### src/rtl/apu_pkg.sv
package apu_pkg;

    localparam int unsigned REG_W    = 32;
    localparam int unsigned NRANGE   = 6;
    localparam int unsigned CODE_W   = 5;
    localparam int unsigned CODE_MIN = 9;
    localparam int unsigned CODE_MAX = 21;
    localparam int unsigned SEL_W    = 3;

    // rights register bit positions
    localparam int unsigned PRV_WEN_LSB = 0;
    localparam int unsigned PRV_GWR     = 9;
    localparam int unsigned PRV_REN_LSB = 10;
    localparam int unsigned PRV_GRD     = 19;
    localparam int unsigned PRV_TEST    = 30;
    localparam int unsigned PRV_ON      = 31;

    // interrupt word bit positions
    localparam int unsigned IRQ_RD = 23;
    localparam int unsigned IRQ_WR = 22;

    localparam logic [SEL_W-1:0] SEL_PRIV  = SEL_W'(6);
    localparam logic [SEL_W-1:0] SEL_VADDR = SEL_W'(7);

    typedef struct packed {
        logic [REG_W-1:CODE_MIN] base;
        logic [CODE_W-1:0]       code;
    } range_cfg_t;

    typedef struct packed {
        logic              on;
        logic              test;
        logic              glob_rd;
        logic              glob_wr;
        logic [NRANGE-1:0] rd_en;
        logic [NRANGE-1:0] wr_en;
    } priv_t;

    function automatic priv_t priv_unpack(logic [REG_W-1:0] w);
        priv_t p;
        p.on      = w[PRV_ON];
        p.test    = w[PRV_TEST];
        p.glob_rd = w[PRV_GRD];
        p.glob_wr = w[PRV_GWR];
        p.rd_en   = w[PRV_REN_LSB +: NRANGE];
        p.wr_en   = w[PRV_WEN_LSB +: NRANGE];
        return p;
    endfunction

    function automatic logic [REG_W-1:0] priv_pack(priv_t p);
        logic [REG_W-1:0] w;
        w = '0;
        w[PRV_ON]                  = p.on;
        w[PRV_TEST]                = p.test;
        w[PRV_GRD]                 = p.glob_rd;
        w[PRV_GWR]                 = p.glob_wr;
        w[PRV_REN_LSB +: NRANGE]   = p.rd_en;
        w[PRV_WEN_LSB +: NRANGE]   = p.wr_en;
        return w;
    endfunction

endpackage

### src/rtl/apu_range_match.sv
module apu_range_match #(
    parameter int unsigned AW       = 32,
    parameter int unsigned CODE_W   = 5,
    parameter int unsigned CODE_MIN = 9,
    parameter int unsigned CODE_MAX = 21
) (
    input  logic [AW-1:CODE_MIN] addr_hi,
    input  logic [AW-1:CODE_MIN] base,
    input  logic [CODE_W-1:0]    code,
    output logic                 hit
);
    logic [AW-1:CODE_MIN] keep;
    logic [AW-1:CODE_MIN] diff;
    logic                 code_ok;

    // bit j takes part in the compare only when it lies above the window size
    for (genvar j = CODE_MIN; j < AW; j++) begin : g_keep
        assign keep[j] = (32'(j) >= 32'(code));
    end

    assign diff    = (addr_hi ^ base) & keep;
    assign code_ok = (code >= CODE_W'(CODE_MIN)) && (code <= CODE_W'(CODE_MAX));
    assign hit     = code_ok && (diff == '0);
endmodule

### src/rtl/apu_perm_eval.sv
module apu_perm_eval #(
    parameter int unsigned NRANGE = 6
) (
    input  logic              acc_valid,
    input  logic              acc_write,
    input  logic [NRANGE-1:0] hits,
    input  logic [NRANGE-1:0] wr_en,
    input  logic [NRANGE-1:0] rd_en,
    input  logic              glob_wr,
    input  logic              glob_rd,
    input  logic              on,
    input  logic              test,
    output logic              viol_rd,
    output logic              viol_wr
);
    logic any_hit;
    logic wr_ok;
    logic rd_ok;
    logic flag;

    always_comb begin
        any_hit = |hits;
        wr_ok   = any_hit ? |(hits & wr_en) : glob_wr;
        rd_ok   = any_hit ? |(hits & rd_en) : glob_rd;
        flag    = acc_valid && on && (test || !(acc_write ? wr_ok : rd_ok));
        viol_wr = flag && acc_write;
        viol_rd = flag && !acc_write;
    end
endmodule

### src/rtl/apu_top.sv
module apu_top
    import apu_pkg::*;
(
    input  logic                 clk,
    input  logic                 rst_n,
    input  logic                 cfg_wr,
    input  logic                 cfg_rd,
    input  logic [SEL_W-1:0]     cfg_sel,
    input  logic [REG_W-1:0]     cfg_wdata,
    output logic [REG_W-1:0]     cfg_rdata,
    input  logic                 acc_valid,
    input  logic                 acc_write,
    input  logic [REG_W-1:0]     acc_addr,
    output logic [REG_W-1:0]     irq_vec
);
    localparam int unsigned PAD_W = CODE_MIN - CODE_W;

    typedef struct packed {
        range_cfg_t [NRANGE-1:0] rng;
        priv_t                   priv;
        logic [REG_W-1:0]        vaddr;
        logic                    lock;
        logic                    irq_rd;
        logic                    irq_wr;
    } state_t;

    state_t st_d, st_q;

    logic [NRANGE-1:0] hits;
    logic              viol_rd;
    logic              viol_wr;
    logic              touch_vaddr;

    for (genvar i = 0; i < NRANGE; i++) begin : g_rng
        apu_range_match #(
            .AW       (REG_W),
            .CODE_W   (CODE_W),
            .CODE_MIN (CODE_MIN),
            .CODE_MAX (CODE_MAX)
        ) u_match (
            .addr_hi (acc_addr[REG_W-1:CODE_MIN]),
            .base    (st_q.rng[i].base),
            .code    (st_q.rng[i].code),
            .hit     (hits[i])
        );
    end

    apu_perm_eval #(.NRANGE(NRANGE)) u_perm (
        .acc_valid (acc_valid),
        .acc_write (acc_write),
        .hits      (hits),
        .wr_en     (st_q.priv.wr_en),
        .rd_en     (st_q.priv.rd_en),
        .glob_wr   (st_q.priv.glob_wr),
        .glob_rd   (st_q.priv.glob_rd),
        .on        (st_q.priv.on),
        .test      (st_q.priv.test),
        .viol_rd   (viol_rd),
        .viol_wr   (viol_wr)
    );

    assign touch_vaddr = (cfg_wr || cfg_rd) && (cfg_sel == SEL_VADDR);

    always_comb begin
        st_d        = st_q;
        st_d.irq_rd = viol_rd;
        st_d.irq_wr = viol_wr;
        if (cfg_wr) begin
            for (int i = 0; i < NRANGE; i++) begin
                if (cfg_sel == SEL_W'(i)) begin
                    st_d.rng[i].base = cfg_wdata[REG_W-1:CODE_MIN];
                    st_d.rng[i].code = cfg_wdata[CODE_W-1:0];
                end
            end
            if (cfg_sel == SEL_PRIV) begin
                st_d.priv = priv_unpack(cfg_wdata);
            end
            if (cfg_sel == SEL_VADDR) begin
                st_d.vaddr = cfg_wdata;
            end
        end
        if (touch_vaddr) begin
            st_d.lock = 1'b0;
        end
        if ((viol_rd || viol_wr) && !st_d.lock) begin
            st_d.vaddr = acc_addr;
            st_d.lock  = 1'b1;
        end
    end

    always_ff @(posedge clk) begin
        if (!rst_n) begin
            st_q <= '0;
        end else begin
            st_q <= st_d;
        end
    end

    always_comb begin
        cfg_rdata = '0;
        for (int i = 0; i < NRANGE; i++) begin
            if (cfg_sel == SEL_W'(i)) begin
                cfg_rdata = {st_q.rng[i].base, {PAD_W{1'b0}}, st_q.rng[i].code};
            end
        end
        if (cfg_sel == SEL_PRIV) begin
            cfg_rdata = priv_pack(st_q.priv);
        end
        if (cfg_sel == SEL_VADDR) begin
            cfg_rdata = st_q.vaddr;
        end
    end

    always_comb begin
        irq_vec         = '0;
        irq_vec[IRQ_RD] = st_q.irq_rd;
        irq_vec[IRQ_WR] = st_q.irq_wr;
    end

    // a single access never raises both directions
    p_irq_exclusive_r9: assert property (@(posedge clk) disable iff (!rst_n)
        !(irq_vec[IRQ_RD] && irq_vec[IRQ_WR]));

    // a write access never shows up as a read violation
    p_write_dir_r9: assert property (@(posedge clk) disable iff (!rst_n)
        (acc_valid && acc_write) |=> !irq_vec[IRQ_RD]);

    // unit switched off stays quiet
    p_quiet_off_r7: assert property (@(posedge clk) disable iff (!rst_n)
        !st_q.priv.on |=> (irq_vec == '0));

    // no access, no interrupt
    p_idle_quiet_r11: assert property (@(posedge clk) disable iff (!rst_n)
        !acc_valid |=> (irq_vec == '0));

    // test mode flags every access
    p_test_flags_r8: assert property (@(posedge clk) disable iff (!rst_n)
        (acc_valid && st_q.priv.on && st_q.priv.test) |=> (irq_vec != '0));

    // a locked capture holds until software touches it
    p_hold_first_r10: assert property (@(posedge clk) disable iff (!rst_n)
        (st_q.lock && !touch_vaddr) |=> $stable(st_q.vaddr));
endmodule

### config.mk
export PLATFORM = sky130hd
export DESIGN_NAME = apu_top
export DESIGN_NICKNAME = d
export VERILOG_FILES = /design/src/rtl/apu_pkg.sv /design/src/rtl/apu_range_match.sv /design/src/rtl/apu_perm_eval.sv /design/src/rtl/apu_top.sv
export SDC_FILE = /design/constraint.sdc
export NUM_CORES = 1
export LEC_CHECK = 0
export BUFFER_PORTS_ARGS = -buffer_cell sky130_fd_sc_hd__buf_2
export CORE_ASPECT_RATIO = 1.75
export CORE_MARGIN = 3
export CORE_UTILIZATION = 50
export DETAILED_ROUTE_END_ITERATION = 8
export PLACE_DENSITY = 0.72
export SYNTH_ARGS = -nofsm -noshare
export SYNTH_HDL_FRONTEND = slang
export SYNTH_SLANG_ARGS = --single-unit
export TNS_END_PERCENT = 30
### constraint.sdc
create_clock -name clk -period 3.02 [get_ports clk]
set_input_delay 0.604 -clock clk [delete_from_list [all_inputs] [get_ports clk]]
set_output_delay 0.604 -clock clk [all_outputs]
set_load 0.03 [all_outputs]
==> reports/qor.csv <==
metric,value,unit
worst reg2reg path endpoint,st_q[23],
status,"finished, violations left",
syn avg cell area,8.09,um^2
top-count cell post-synth,nand2_1,
sequential area share after synthesis,31.1,%
htree depth,1,
Initial Utilization,51.3,%
DP Worst Slack,-0.739,ns
Setup crit end kind,flip-flop,
HP Start,acc_write,
Area Overhead vs Synth,18.1,%
GRT overflow,0,
YS warnings,0,
DP Wirelength,42000,um
PnR Total Power,7140,uW
post-synthesis register bit count,219,
Die X,133,um
VDD IR max,492,uV
Post-Syn Area,14100,um^2
max frequency,0.328,GHz
share of layout cells above drive strength 1,25.2,%
Post-synth ARST share,0,%
final setup margin,-0.0334,ns
Vias/cell,6.03,
Crit Path Max Fanout,7,
IO Count,137,
Hold Path Sink,irq_vec[23],
drt first pass iters,7,
core area,27500,um^2
Mapped Cells,1744,
period utilization,101,%
FF-to-FF path depth,10,
Pleak,0.00674,uW
nets,1999,
WP data arrival,3.52,ns
actual slew at the worst max-slew pin,0.931,ns
Hold WC Path Type,in -> reg,
Worst Skew,0.0125,ns
DRC violations left,0,
cts hold-fix bufs,0,
final setup TNS,-0.278,ns
gp weighted congestion,1.06,
Slew HR,37.9,%
first-pass GRT wire length,83700,um
clk root buf,clkbuf_16,
clock sinks,219,
synth unique cells,79,
WL per Instance,24.7,um
port bufs,106,
drt total wl,57100,um
largest net degree at the start of global routing,125,
filler cell count,2443,
placed instance area,15600,um^2
critical path startpoint category,input port,
pins over their slew limit,0,
die footprint,30300,um^2
Die Ht,228,um
initial drt markers,1245,
Final Hold Vio Count,0,
clock-pin slew on the worst setup and hold paths,0.06,ns
Power per Cell Area,429,nW/um^2
commonest cells in the netlist,"nand2_1, dfxtp_1, a21oi_1, clkbuf_1, xor2_1",
Tmin final,3.05,ns
DRT antenna net count,0,
hold path depth,2,
R2R Setup Slk,-0.03,ns
max-cap violations,0,
Core Rows,80,
"Core Util, Final",60.5,%
Worst-Skew Late Latency,0.54,ns
antenna violations before repair,1,
vias in the first global route,13600,
"Worst Path Class, Setup",in -> reg,
"area leader, netlist",dfxtp_1,
Most used DFF post-synth,dfxtp_1,
"top cells by area, synth","dfxtp_1, nand2_1, a21oi_1, xor2_1, mux4_2",
fin area,16700,um^2
cts bufs inserted,22,
CTS tree,done,
Critical Path RT,3.48,ns
RSZ-0062 raised after global routing,true,
Final Setup Violations,16,
failing checks,negative setup slack,
vias,13900,
Post-synth EDFFs,0,
clock buffer depth,3,
worst flop-to-flop path startpoint,st_q[95],
GR Util All Layers,36.0,%
Yosys top cell area share,31.1,%
[registers in the layout (all words and copies together), names as in the netlist]
register,count
irq_vec,2
st_q,217
[layer usage]
metal / routed length, um / track usage [%] / part of all wire [%]
met5: 0 / 0 / 0
met3: 3960 / 4.54 / 6.9
met4: 5770 / 30.0 / 10
met2: 26900 / 58.9 / 47
met1: 20400 / 41.5 / 36
[through the flow]
| step | hold slack (ns) | instances |
|---|---|---|
| global route | 0.304 | 2312 |
| floorplan | 0.441 | 1773 |
| finish | 0.313 | 2312 |
| CTS | 0.296 | 2309 |
| detailed placement | 0.474 | 2269 |
| global placement | 0.455 | 2269 |
[cell families (layout without fill, tap and decap cells)]
family / after synthesis / count (layout) / share of synthesized area, %
simple gates: 621 / 621 / 18.9
compound gates: 448 / 448 / 20.1
buf+inv: 221 / 390 / 11.5
flops: 219 / 219 / 31.1
xor+xnor: 138 / 138 / 8.57
mux: 94 / 94 / 9.63
fa+ha+maj: 2 / 2 / 0.151
other cells: 1 / 31 / 0.0266
[cells in the final DEF, fill, tap and decap left out, drive strengths merged, types with 9 or more instances in the layout]
cell    count
a21boi     63
a21o       14
a21oi     187
a22oi      14
a31oi      13
and2       10
and3        9
buf       327
clkbuf     35
conb       30
dfxtp     219
inv        20
mux2       14
mux2i      48
mux4       32
nand2     443
nand2b      9
nand3      16
nor2       55
nor3       15
o211ai     40
o21ai      42
o22ai      12
or2b       25
xnor2      54
xor2       84
[power by group]
group	total, uW	leakage (uW)	switching, uW	internal, uW
Clock	2850	0.000353	1260	1590
Sequential	3030	0.00179	74.2	2950
Combinational	1260	0.00461	789	475
[critical path: stages]
cell,delay [ns]
clkbuf_4,0.18
buf_4,0.16
xnor2_1,0.37
o2111ai_1,0.19
a221oi_1,0.29
nand4_1,0.19
nor4_4,0.33
or4_4,0.22
o2111a_2,0.23
o311a_4,0.33
clkbuf_16,0.22
mux2i_1,0.18
[cell type report]
class,instances,area (um^2),share of cell area [%]
clock buffer,32,649,3.90
timing repair buffer,330,2480,14.9
clock inverter,8,73.8,0.443
sequential,219,4420,26.6
tap,369,462,2.77
antenna,1,2.50,0.0150
inverter,20,77.6,0.466
multi-input combinational,1333,8490,51.0
[repair_timing]
item | CTS | global route
pin swaps | 3 | 22
gates cloned | 0 | 2
setup endpoints to repair | 35 | 43
gates resized for setup | 12 | 79
buffers inserted | 0 | 1
[worst max-delay path by stage]
stage / from / end / slack, ns / depth (start not counted)
final: acc_addr[26] / st_q[23] / -0.03 / 12
after global routing: acc_addr[11] / st_q[16] / -0.12 / 13
after CTS: st_q[101] / st_q[17] / 0.0009 / 10
after detailed placement: acc_addr[29] / st_q[17] / -0.74 / 12
after global placement: acc_addr[29] / st_q[34] / -0.70 / 12
after floorplan: cfg_sel[0] / cfg_rdata[17] / -0.05 / 7
Note: power is estimated with default switching activity, not from simulation.
